**src/rtl/uart_rf_pkg.sv**
```systemverilog
package uart_rf_pkg;
  localparam int ADDR_W = 3;
  localparam int BYTE_W = 8;
  localparam int DIV_W  = 16;
  localparam int IER_W  = 4;
  localparam int MCR_W  = 5;

  localparam logic [ADDR_W-1:0] OFS_DATA = 3'd0;
  localparam logic [ADDR_W-1:0] OFS_IER  = 3'd1;
  localparam logic [ADDR_W-1:0] OFS_IID  = 3'd2;
  localparam logic [ADDR_W-1:0] OFS_FMT  = 3'd3;
  localparam logic [ADDR_W-1:0] OFS_MCR  = 3'd4;
  localparam logic [ADDR_W-1:0] OFS_LSR  = 3'd5;
  localparam logic [ADDR_W-1:0] OFS_MSR  = 3'd6;
  localparam logic [ADDR_W-1:0] OFS_SCR  = 3'd7;

  localparam int BANK_BIT = 7;

  typedef struct packed {
    logic push;
    logic ier;
    logic fmt;
    logic mcr;
    logic scr;
    logic div_lo;
    logic div_hi;
  } rf_hits_t;

  // Rounded baud divisor: (ref + 8*baud - 1) / (16*baud)
  function automatic logic [DIV_W-1:0] calc_divisor(input longint ref_hz, input longint baud);
    longint q;
    q = (ref_hz + 8 * baud - 1) / (16 * baud);
    return q[DIV_W-1:0];
  endfunction
endpackage

```
**src/rtl/uart_rf_decode.sv**
```systemverilog
module uart_rf_decode
  import uart_rf_pkg::*;
(
  input  logic [ADDR_W-1:0] addr,
  input  logic              wr_en,
  input  logic              rd_en,
  input  logic              bank,
  output rf_hits_t          hits,
  output logic              pop
);
  always_comb begin
    hits = '0;
    if (wr_en) begin
      unique case (addr)
        OFS_DATA: begin
          hits.push   = !bank;
          hits.div_lo = bank;
        end
        OFS_IER: begin
          hits.ier    = !bank;
          hits.div_hi = bank;
        end
        OFS_FMT: hits.fmt = 1'b1;
        OFS_MCR: hits.mcr = 1'b1;
        OFS_SCR: hits.scr = 1'b1;
        default: hits = '0;
      endcase
    end
  end

  assign pop = rd_en && (addr == OFS_DATA) && !bank;
endmodule

```
**src/rtl/uart_rf_store.sv**
```systemverilog
module uart_rf_store
  import uart_rf_pkg::*;
#(
  parameter logic [DIV_W-1:0] DIV_RESET = 16'd12
) (
  input  logic              clk,
  input  logic              rst_n,
  input  rf_hits_t          hits,
  input  logic [BYTE_W-1:0] wdata,
  output logic [BYTE_W-1:0] fmt_q,
  output logic [MCR_W-1:0]  mcr_q,
  output logic [IER_W-1:0]  ier_q,
  output logic [BYTE_W-1:0] scr_q,
  output logic [DIV_W-1:0]  div_q
);
  always_ff @(posedge clk) begin
    if (!rst_n) begin
      fmt_q <= '0;
      mcr_q <= '0;
      ier_q <= '0;
      scr_q <= '0;
      div_q <= DIV_RESET;
    end else begin
      if (hits.fmt)    fmt_q <= wdata;
      if (hits.mcr)    mcr_q <= wdata[MCR_W-1:0];
      if (hits.ier)    ier_q <= wdata[IER_W-1:0];
      if (hits.scr)    scr_q <= wdata;
      if (hits.div_lo) div_q[BYTE_W-1:0] <= wdata;
      if (hits.div_hi) div_q[DIV_W-1:BYTE_W] <= wdata;
    end
  end
endmodule

```
**src/rtl/uart_rf_readmux.sv**
```systemverilog
module uart_rf_readmux
  import uart_rf_pkg::*;
(
  input  logic [ADDR_W-1:0] addr,
  input  logic              bank,
  input  logic [BYTE_W-1:0] fmt_q,
  input  logic [MCR_W-1:0]  mcr_q,
  input  logic [IER_W-1:0]  ier_q,
  input  logic [BYTE_W-1:0] scr_q,
  input  logic [DIV_W-1:0]  div_q,
  input  logic [BYTE_W-1:0] rx_byte,
  input  logic [BYTE_W-1:0] iid_byte,
  input  logic [BYTE_W-1:0] lsr_byte,
  input  logic [BYTE_W-1:0] msr_byte,
  output logic [BYTE_W-1:0] rdata
);
  always_comb begin
    unique case (addr)
      OFS_DATA: rdata = bank ? div_q[BYTE_W-1:0] : rx_byte;
      OFS_IER:  rdata = bank ? div_q[DIV_W-1:BYTE_W] : {{(BYTE_W-IER_W){1'b0}}, ier_q};
      OFS_IID:  rdata = iid_byte;
      OFS_FMT:  rdata = fmt_q;
      OFS_MCR:  rdata = {{(BYTE_W-MCR_W){1'b0}}, mcr_q};
      OFS_LSR:  rdata = lsr_byte;
      OFS_MSR:  rdata = msr_byte;
      default:  rdata = scr_q;
    endcase
  end
endmodule

```
**src/rtl/uart_regfile.sv**
```systemverilog
module uart_regfile
  import uart_rf_pkg::*;
#(
  parameter longint REF_HZ     = 1843200,
  parameter longint RESET_BAUD = 9600
) (
  input  logic              clk,
  input  logic              rst_n,
  input  logic [ADDR_W-1:0] addr,
  input  logic              wr_en,
  input  logic              rd_en,
  input  logic [BYTE_W-1:0] wdata,
  output logic [BYTE_W-1:0] rdata,
  input  logic [BYTE_W-1:0] rx_byte,
  input  logic [BYTE_W-1:0] iid_byte,
  input  logic [BYTE_W-1:0] lsr_byte,
  input  logic [BYTE_W-1:0] msr_byte,
  output logic              rx_pop,
  output logic              tx_push,
  output logic [BYTE_W-1:0] tx_byte,
  output logic [1:0]        word_len,
  output logic              two_stop,
  output logic              parity_en,
  output logic              parity_even,
  output logic              parity_stick,
  output logic              break_on,
  output logic [DIV_W-1:0]  divisor,
  output logic              dtr,
  output logic              rts,
  output logic              aux_ring,
  output logic              irq_gate,
  output logic              loopback,
  output logic [IER_W-1:0]  int_en
);
  localparam logic [DIV_W-1:0] DIV_RESET = calc_divisor(REF_HZ, RESET_BAUD);

  rf_hits_t          hits;
  logic [BYTE_W-1:0] fmt_q;
  logic [MCR_W-1:0]  mcr_q;
  logic [IER_W-1:0]  ier_q;
  logic [BYTE_W-1:0] scr_q;
  logic [DIV_W-1:0]  div_q;
  logic              bank;

  assign bank = fmt_q[BANK_BIT];

  uart_rf_decode u_dec (
    .addr(addr), .wr_en(wr_en), .rd_en(rd_en), .bank(bank),
    .hits(hits), .pop(rx_pop)
  );

  uart_rf_store #(.DIV_RESET(DIV_RESET)) u_store (
    .clk(clk), .rst_n(rst_n), .hits(hits), .wdata(wdata),
    .fmt_q(fmt_q), .mcr_q(mcr_q), .ier_q(ier_q), .scr_q(scr_q), .div_q(div_q)
  );

  uart_rf_readmux u_rmux (
    .addr(addr), .bank(bank),
    .fmt_q(fmt_q), .mcr_q(mcr_q), .ier_q(ier_q), .scr_q(scr_q), .div_q(div_q),
    .rx_byte(rx_byte), .iid_byte(iid_byte), .lsr_byte(lsr_byte), .msr_byte(msr_byte),
    .rdata(rdata)
  );

  assign tx_push      = hits.push;
  assign tx_byte      = wdata;
  assign word_len     = fmt_q[1:0];
  assign two_stop     = fmt_q[2];
  assign parity_en    = fmt_q[3];
  assign parity_even  = fmt_q[4];
  assign parity_stick = fmt_q[5];
  assign break_on     = fmt_q[6];
  assign divisor      = div_q;
  assign dtr          = mcr_q[0];
  assign rts          = mcr_q[1];
  assign aux_ring     = mcr_q[2];
  assign irq_gate     = mcr_q[3];
  assign loopback     = mcr_q[4];
  assign int_en       = ier_q;
endmodule

```
**config.mk**
```make
export PLATFORM = sky130hd
export DESIGN_NAME = uart_regfile
export DESIGN_NICKNAME = d
export VERILOG_FILES = /design/src/rtl/uart_rf_pkg.sv /design/src/rtl/uart_rf_decode.sv /design/src/rtl/uart_rf_store.sv /design/src/rtl/uart_rf_readmux.sv /design/src/rtl/uart_regfile.sv
export SDC_FILE = /design/constraint.sdc
export NUM_CORES = 1
export LEC_CHECK = 0
export ABC_AREA = 1
export BUFFER_PORTS_ARGS = -buffer_cell sky130_fd_sc_hd__buf_2
export CAP_MARGIN = 20
export CORE_ASPECT_RATIO = 0.7
export CORE_UTILIZATION = 46
export CTS_CLUSTER_DIAMETER = 40
export DETAILED_ROUTE_END_ITERATION = 8
export GPL_ROUTABILITY_DRIVEN = 1
export PLACE_DENSITY = 0.85
export SLEW_MARGIN = 20
export SYNTH_ARGS = -nofsm -noshare
export SYNTH_HDL_FRONTEND = slang
export SYNTH_SLANG_ARGS = --single-unit
```
**constraint.sdc**
```tcl
create_clock -name clk -period 1.95 [get_ports clk]
set_input_delay 0.0975 -clock clk [delete_from_list [all_inputs] [get_ports clk]]
set_output_delay 0.0975 -clock clk [all_outputs]
set_load 0.03 [all_outputs]
```
==> run metrics, run 1 <==
layout cells sized above 1=around 28%; Mapped Nets=413; Worst Tran Pin Value=approximately 0.62 ns; first-pass GRT wire length=roughly 11,000 um; largest net degree at the start of global routing=42; CP arrival=1.65 ns; hold path endpoint=u_store.div_q[14]; clock power share=between 20 and 30%; area grow syn2layout=18.32%; worst r2r src=u_store.fmt_q[7]; Final Instance Area=about 2900 um^2; Final ANT Viol Nets=0; Post-route DRC=0; CP most frequent cell=nand2_1; RSZ-0062 raised after global routing=false; busiest grt layer=met1; post-synthesis async set-or-reset flop share=0%; Die Y=around 63 um; setup TNS=0 ns; gr usage total=~27%; FF-to-FF setup slack=0.49 ns; sw frac=31.50%; Final Hold Viols=0; Slew headroom=roughly three fifths; fin crit period=~1.7 ns; H-Tree Depth=2; largest area contributor in the netlist=dfxtp_1; Max clock buf depth=2; Antenna diodes=0; gr ovfl total=0; worst hold start=wdata[6]; # fillers=between 400 and 500; Main synth FF type=dfxtp_1; Worst setup EP type=output port; non-filler cells, final=~510; Yosys top cell area share=around a third; initial antenna violation count=0; Net count, final=490; vias in the first global route=between 2,000 and 2,500; sequential area share after synthesis=approximately a third; die area=~5700 um^2; met3 Usage GRT=6.946%; # port buffers=96; R2R depth=7; clock sink count=41; Yosys reg bits=41; Synth top cells by count=nand2_1 (78), nor2_1 (67), dfxtp_1 (41); Comb pwr share=roughly a fifth; switching pwr=between 0.5 and 0.6 mW; cell with the most instances after synthesis=nand2_1; internal power=1.202 mW; post-synth cell types=28; drt via density=about 5.5; slowest cell on the critical path=dfxtp_1; Worst path max stage delay=~0.4 ns; Post-Route Skew=approximately 0.0021 ns; IO Count=97; Rows=21; grt met2 use=a little under two fifths; DRT Wirelength=7676 um; max-slew violation count=0; WS Path Type=register to output port; Reg power frac=between 40% and 50%; Pwr per Cell Area=~600 nW/um^2; CTS clock-pin slew for the worst setup and hold paths=0.07 ns; Worst-Skew Late Latency=about 0.3 ns; Peak Freq=573.3 MHz; GRT met1 Usage=about two fifths; Final WS setup=0.2056 ns; period utilization=roughly 90%; Peak VDD IR=around 0.00036 V; Initial Util=49.66%; worst r2r dst=u_store.div_q[7]; LEAKAGE=between 1.5 and 2 nW; CTS tree=built; DP Worst Slack=~0.46 ns; status=complete, no violations; die width=89.52 um; dpl cell area=2840 um^2; Synth area leaders=dfxtp_1 (33%), nand2_1 (12%), nor2_1 (10%); hpwl dp=around 5700 um; synthesized instance count=~370; Post-synth EDFFs=0; crit path buf inv count=2; detailed-route via count=about 2,800; CP max FO=17; routed length per instance=approximately 15 um; WP data required=about 1.9 ns; Setup Viol. Count Final=0; Detailed Routing Iterations Pass 1=5; Avg Inst Size Synth=approximately 6.7 um^2; yosys warns=0; Worst setup SP type=register; Largest delay share family, worst path=buffers and inverters; Max Cap Viol=0; Initial DRC Count=347; worst hold path class=input port to register; worst-path cell chain=clkinvlp_4 -> nand2_1 -> nand2_1 -> nand2_1 -> nand2_1 -> nor2_1 -> nand3_1 -> buf_2; cell area after synthesis=about 2500 um^2; root buffer cell=clkbuf_8; area of the core=just under 5000 um^2; Routability Congestion=~0.87; # placed instances=between 500 and 600; number of buffers created by CTS=5; hold depth=3
==> stage by stage <==
step	power (mW)	util (%)	hold slack, ns
5_1_grt	1.835	58.76	0.09402
3_3_place_gp	1.254	57.19	0.3803
6_report	1.755	58.76	0.08746
3_5_place_dp	1.257	57.19	0.3870
4_1_cts	1.754	58.68	0.08385
2_1_floorplan	1.148	-	0.2235
==> timing repair <==
item,4_1_cts,5_1_grt
gates resized for setup,0,1
endpoints found under the setup margin,0,6
hold buffers,0,0
setup buffers,0,0
==> worst min-delay path, delay by kind of cell <==
family / cells / cell delay [ns]
AND/OR/NAND/NOR: 2 / 0.13
buffers and inverters: 1 / 0.12
==> area by class of cell <==
| cell class | count | area (um^2) | area share [%] |
|---|---|---|---|
| Clock inverter | 1 | 5.005 | 0.1715 |
| Multi-Input combinational cell | 267 | 1313 | 44.98 |
| Timing Repair Buffer | 100 | 510.5 | 17.50 |
| Tap cell | 69 | 86.33 | 2.959 |
| Inverter | 28 | 113.9 | 3.902 |
| Clock buffer | 5 | 68.82 | 2.358 |
| Sequential cell | 41 | 820.8 | 28.13 |
==> per-layer routing <==
metal  part of all wire [%]  vias to the layer above  wire [um]
met1                     45                     1240       3492
li1                       -                     1359          -
met4                    1.2                        0         90
met3                     13                       16       1020
met5                      0                        -          0
met2                     40                      177       3072
==> power groups by stage <==
stage / clock, mW / sequential, mW / combinational, mW
2_1_floorplan: 0 / 0.912 / 0.236
3_3_place_gp: 0 / 0.889 / 0.365
3_5_place_dp: 0 / 0.890 / 0.367
4_1_cts: 0.515 / 0.871 / 0.368
5_1_grt: 0.562 / 0.874 / 0.399
6_report: 0.510 / 0.872 / 0.373
==> cell usage in the layout, fill, tap and decap left out, types with 3 or more instances in the layout <==
| master | n |
|---|---|
| dfxtp_1 | 41 |
| nand3_4 | 3 |
| nand3_1 | 14 |
| buf_2 | 96 |
| nor2_1 | 67 |
| clkbuf_8 | 5 |
| nand4_1 | 33 |
| a21oi_1 | 20 |
| nand2_1 | 78 |
| o21ai_0 | 35 |
| buf_4 | 4 |
| inv_1 | 23 |
| nor3_1 | 4 |
==> flip-flops by register name (all words and copies together), names as in the netlist <==
register,flops
u_store.fmt_q,8
u_store.div_q,16
u_store.ier_q,4
u_store.scr_q,8
u_store.mcr_q,5
==> worst max-delay path by stage <==
stage / endpoint / start / slack (ns) / depth (start not counted)
2_1_floorplan: tx_push / u_store.fmt_q[7] / 0.64 / 2
3_3_place_gp: rdata[5] / addr[0] / 0.47 / 8
3_5_place_dp: rdata[4] / addr[0] / 0.46 / 7
4_1_cts: rdata[2] / u_store.fmt_q[7] / 0.14 / 8
5_1_grt: rdata[0] / u_store.fmt_q[7] / 0.07 / 8
6_report: rdata[2] / u_store.fmt_q[7] / 0.21 / 8
==> cell families (layout without fill, tap and decap cells) <==
logic type,count (synthesis),in the layout,synth area share [%]
simple gates,209,209,41.10
compound gates,58,58,12.13
buf+inv,58,134,13.50
flops,41,41,33.28
No activity file was read; power rests on OpenSTA's default activity.
==> run 2, diff against run 1 <==
==> constraint.sdc (replaced) <==
create_clock -name clk -period 1.95 [get_ports clk]
set_input_delay 0.0975 -clock clk [delete_from_list [all_inputs] [get_ports clk]]
set_output_delay 0.0975 -clock clk [all_outputs]
set_load 0.02 [all_outputs]
==> run metrics, run 2 (synthesized netlist as in run 1, its figures left out) <==
max-slew violation count=0; Initial DRC Count=about 320; Final ANT Viol Nets=0; Largest Register=u_store.div_q; Peak Freq=roughly 570 MHz; # port buffers=96; area of the core=~5000 um^2; Max clock buf depth=2; Initial Util=roughly half; fin util=between 50% and 60%; largest net degree at the start of global routing=42; Post-Route Skew=0.004184 ns; dpl cell area=between 2000 and 3000 um^2; Die Y=about 63 um; Routability Congestion=between 0.9 and 1; number of flip-flops in the largest register=16; Largest delay share family, worst path=buffers and inverters; crit path buf inv count=2; gr ovfl total=0; WS Path Type=register to output port; LEAKAGE=1.553 nW; CP max FO=17; Peak VDD IR=0.0002690 V; Antenna diodes=0; Final Instance Area=approximately 3000 um^2; status=complete, no violations; commonest non-fill, non-tap cell in the layout=buf_2; Worst Tran Pin Value=between 0.6 and 0.7 ns; DRT Wirelength=7659 um; Setup Viol. Count Final=0; Post-route DRC=0; Worst setup SP type=register; slowest cell on the critical path=dfxtp_1; detailed-route via count=around 2,800; IO Count=just under 100; period utilization=90.64%; CP most frequent cell=nand2_1; clock sink count=41; Top Registers=u_store.div_q: 16 flops, u_store.fmt_q: 8 flops, u_store.scr_q: 8 flops; fin crit period=1.767 ns; first-pass GRT wire length=~12,000 um; H-Tree Depth=2; vias in the first global route=approximately 2,400; initial antenna violation count=0; hold_buf cts=0; WP data required=roughly 1.9 ns; area grow syn2layout=19.74%; setup TNS=0 ns; root buffer cell=clkbuf_8; # fillers=475; Worst Hold Slack=~0.094 ns; worst hold path class=input port to register; commonest non-fill, non-tap cells in the layout=buf_2 (96), nand2_1 (78), nor2_1 (67), dfxtp_1 (41), o21ai_0 (35); routed length per instance=between 10 and 15 um; die area=between 5000 and 6000 um^2; Rows=21; gr usage total=between 20% and 30%; hpwl dp=roughly 5700 um; Worst setup EP type=output port; CP arrival=between 1.5 and 2 ns; Pwr per Cell Area=approximately 650 nW/um^2; Max Cap Viol=0; drt via density=5.553; CTS clock-pin slew for the worst setup and hold paths=about 0.08 ns; Worst path max stage delay=around 0.42 ns; Final Hold Viols=0; Worst-Skew Late Latency=~0.30 ns; RSZ-0062 raised after global routing=false; layout cells sized above 1=28.22%; Net count, final=between 400 and 500; die width=just under 90 um; Slew headroom=roughly three fifths; CTS tree=built; worst-path cell chain=clkinvlp_4 -> nand2_1 -> nand2_1 -> nand2_1 -> nand2_1 -> nor2_1 -> nand3_1 -> buf_2; number of buffers created by CTS=5; Detailed Routing Iterations Pass 1=5
run 2: layer usage:
layer | GRT usage [%] | vias up | routed length [um] | part of all wire (%)
li1 | - | 1361 | - | -
met1 | 42.16 | 1245 | 3451 | 45
met2 | 38.65 | 223 | 3034 | 40
met3 | 6.684 | 14 | 1063 | 14
met4 | 4.960 | 0 | 109 | 1.4
met5 | 0 | - | 0 | 0
run 2: area by class of cell:
cell class	count	area (um^2)	area share (%)
clock inverters	1	30.03	1.017
inverters	28	113.9	3.856
multi-input cells	267	1313	44.45
clock buffers	7	86.33	2.924
repair buffers	99	503.0	17.03
well taps	69	86.33	2.924
flip-flops and latches	41	820.8	27.80
run 2: tightest hold or removal path: stages:
cell    delay (ns)
buf_2         0.12
nor2_1        0.05
nor2_1        0.08
run 2: worst paths after layout:
| check | from | endpoint | slack (ns) | depth (start not counted) |
|---|---|---|---|---|
| hold / removal | wdata[6] | u_store.div_q[14] | 0.09 | 3 |
| hold reg to reg | u_store.mcr_q[4] | u_store.mcr_q[4] | 0.47 | 2 |
| setup / recovery | u_store.fmt_q[7] | rdata[0] | 0.18 | 8 |
| setup reg to reg | u_store.fmt_q[7] | u_store.div_q[4] | 0.43 | 7 |
run 2: timing repair:
item | CTS | global route
resized for setup | 0 | 1
setup endpoints to repair | 0 | 5
setup buffers | 0 | 0
run 2: report_power, final:
part / switching [mW] / internal, mW
registers: 0.0156 / 0.856
clock network: 0.292 / 0.417
logic: 0.231 / 0.108
total: 0.539 / 1.38
run 2: metrics by stage:
step,power [mW],setup WS (ns),std cells
after detailed placement,1.224,0.4225,504
after global placement,1.221,0.4476,504
after CTS,1.922,0.1056,512
after global routing,2.003,0.02666,512
final,1.921,0.1826,512
after floorplan,1.118,0.7759,366
==> run 3, diff against run 2 <==
--- a/config.mk
+++ b/config.mk
@@ -11,6 +11,7 @@
 export CORE_ASPECT_RATIO = 0.7
 export CORE_UTILIZATION = 46
 export CTS_CLUSTER_DIAMETER = 40
+export CTS_CLUSTER_SIZE = 40
 export DETAILED_ROUTE_END_ITERATION = 8
 export GPL_ROUTABILITY_DRIVEN = 1
 export PLACE_DENSITY = 0.85
==> constraint.sdc (replaced) <==
create_clock -name clk -period 1.95 [get_ports clk]
set_input_delay 0.195 -clock clk [delete_from_list [all_inputs] [get_ports clk]]
set_output_delay 0.195 -clock clk [all_outputs]
set_load 0.02 [all_outputs]
==> run metrics, run 3 (synthesized netlist as in run 1, its figures left out) <==
status=complete, no violations; initial antenna violation count=0; DP Worst Slack=around 0.33 ns; commonest non-fill, non-tap cell in the layout=buf_2; Rows=21; area of the core=~5000 um^2; Peak Freq=550.3 MHz; detailed-route via count=~2,900; Final ANT Viol Nets=0; Final Instance Area=~3000 um^2; WP data required=1.75 ns; fin util=59.33%; Initial DRC Count=between 300 and 400; period utilization=93.19%; H-Tree Depth=2; Die Y=approximately 63 um; CP arrival=roughly 1.6 ns; hpwl dp=~5800 um; Pwr per Cell Area=between 500 and 600 nW/um^2; Post-route DRC=0; switching pwr=0.5301 mW; Peak VDD IR=around 0.00042 V; first-pass GRT wire length=about 12,000 um; Routability Congestion=between 0.9 and 1; Final Hold Viols=0; CTS tree=built; Detailed Routing Iterations Pass 1=5; Worst setup SP type=register; area grow syn2layout=19.48%; Reg power frac=49.7%; LEAKAGE=1.550 nW; Max Cap Viol=0; Top Registers=u_store.div_q: 16 flops, u_store.fmt_q: 8 flops, u_store.scr_q: 8 flops; number of buffers created by CTS=5; largest net degree at the start of global routing=42; clock sink count=approximately 40; Net count, final=just under 500; Initial Util=a little under 50%; Final WS setup=between 0.1 and 0.15 ns; Worst setup EP type=output port; max-slew violation count=0; Slew headroom=between 50% and 60%; Worst Tran Pin Value=between 0.6 and 0.7 ns; dpl cell area=~2800 um^2; commonest non-fill, non-tap cells in the layout=buf_2 (96), nand2_1 (78), nor2_1 (67), dfxtp_1 (41), o21ai_0 (35); busiest grt layer=met1; layout cells sized above 1=around 28%; drt via density=roughly 5.6; DRT Wirelength=approximately 7900 um; die area=around 5700 um^2; sw frac=between 30% and 40%; WS Path Type=register to output port; IO Count=97; clock power share=30.5%; worst hold path class=input port to register; vias in the first global route=roughly 2,400; # port buffers=96; Comb pwr share=19.8%; GRT met1 Usage=43.33%; number of flip-flops in the largest register=16; met3 Usage GRT=under 10%; Post-Route Skew=between 0.007 and 0.008 ns; routed length per instance=~15 um; internal power=approximately 1.2 mW; Setup Viol. Count Final=0; Worst-Skew Late Latency=between 0.2 and 0.3 ns; Max clock buf depth=2; gr ovfl total=0; CP max FO=16; CTS clock-pin slew for the worst setup and hold paths=around 0.08 ns; Antenna diodes=0; gr usage total=27.88%; die width=89.52 um; root buffer cell=clkbuf_8; grt met2 use=just under 40%; Largest Register=u_store.div_q; fin crit period=1.817 ns
==> run 3: cell types whose count changed in the layout (fill, tap and decap cells not counted) <==
cell       change
bufinv_16      -1
clkbuf_1       +2
clkbuf_8       -1
buf_4          +4
==> run 3: metrics by stage <==
| step | hold slack (ns) | instances | total power [mW] | setup TNS, ns |
|---|---|---|---|---|
| finish | 0.1928 | 516 | 1.753 | 0 |
| global route | 0.1871 | 516 | 1.836 | -0.01179 |
| CTS | 0.1863 | 512 | 1.747 | 0 |
| detailed placement | 0.4532 | 504 | 1.226 | 0 |
| global placement | 0.4497 | 504 | 1.222 | 0 |
| floorplan | 0.3210 | 366 | 1.118 | 0 |
==> run 3: power by group through the flow <==
| stage | sequential, mW | clock, mW | combinational [mW] |
|---|---|---|---|
| 3_5_place_dp | 0.890 | 0 | 0.336 |
| 6_report | 0.872 | 0.534 | 0.347 |
| 4_1_cts | 0.870 | 0.539 | 0.338 |
| 3_3_place_gp | 0.890 | 0 | 0.332 |
| 5_1_grt | 0.874 | 0.589 | 0.373 |
| 2_1_floorplan | 0.902 | 0 | 0.216 |
==> run 3: layout make-up <==
class,count,area (um^2)
Tap cell,69,86.33
Timing Repair Buffer,103,533.0
Inverter,28,113.9
Sequential cell,41,820.8
Clock buffer,8,80.08
Multi-Input combinational cell,267,1313
Fill cell,470,2019
==> run 3: critical path, stage by stage, from the launching register on <==
cell and delay, ns:
dfxtp_1 0.39, clkinvlp_4 0.27, nand2_1 0.12, nand2_1 0.05
nand2_1 0.07, nand2_1 0.05, nor2_1 0.12, nand3_1 0.09
buf_2 0.16
==> run 3: layer usage <==
| layer | vias up | share of wire [%] |
|---|---|---|
| met5 | - | 0 |
| met4 | 0 | 1.5 |
| met3 | 14 | 12 |
| met2 | 205 | 39 |
| met1 | 1286 | 47 |
| li1 | 1367 | - |
==> run 3: what timing repair did <==
item,4_1_cts,5_1_grt
hold buffers,0,0
buffers inserted,0,4
setup endpoints to repair,0,7
hold endpoints to repair,0,0
resized for setup,0,1
==> run 3: final timing paths <==
kind	startpoint	endpoint	slack [ns]	depth (start not counted)
hold reg to reg	u_store.mcr_q[4]	u_store.mcr_q[4]	0.47	2
hold / removal	wdata[6]	u_store.div_q[14]	0.19	3
setup / recovery	u_store.fmt_q[7]	rdata[0]	0.13	8
setup reg to reg	u_store.fmt_q[7]	u_store.div_q[5]	0.36	7
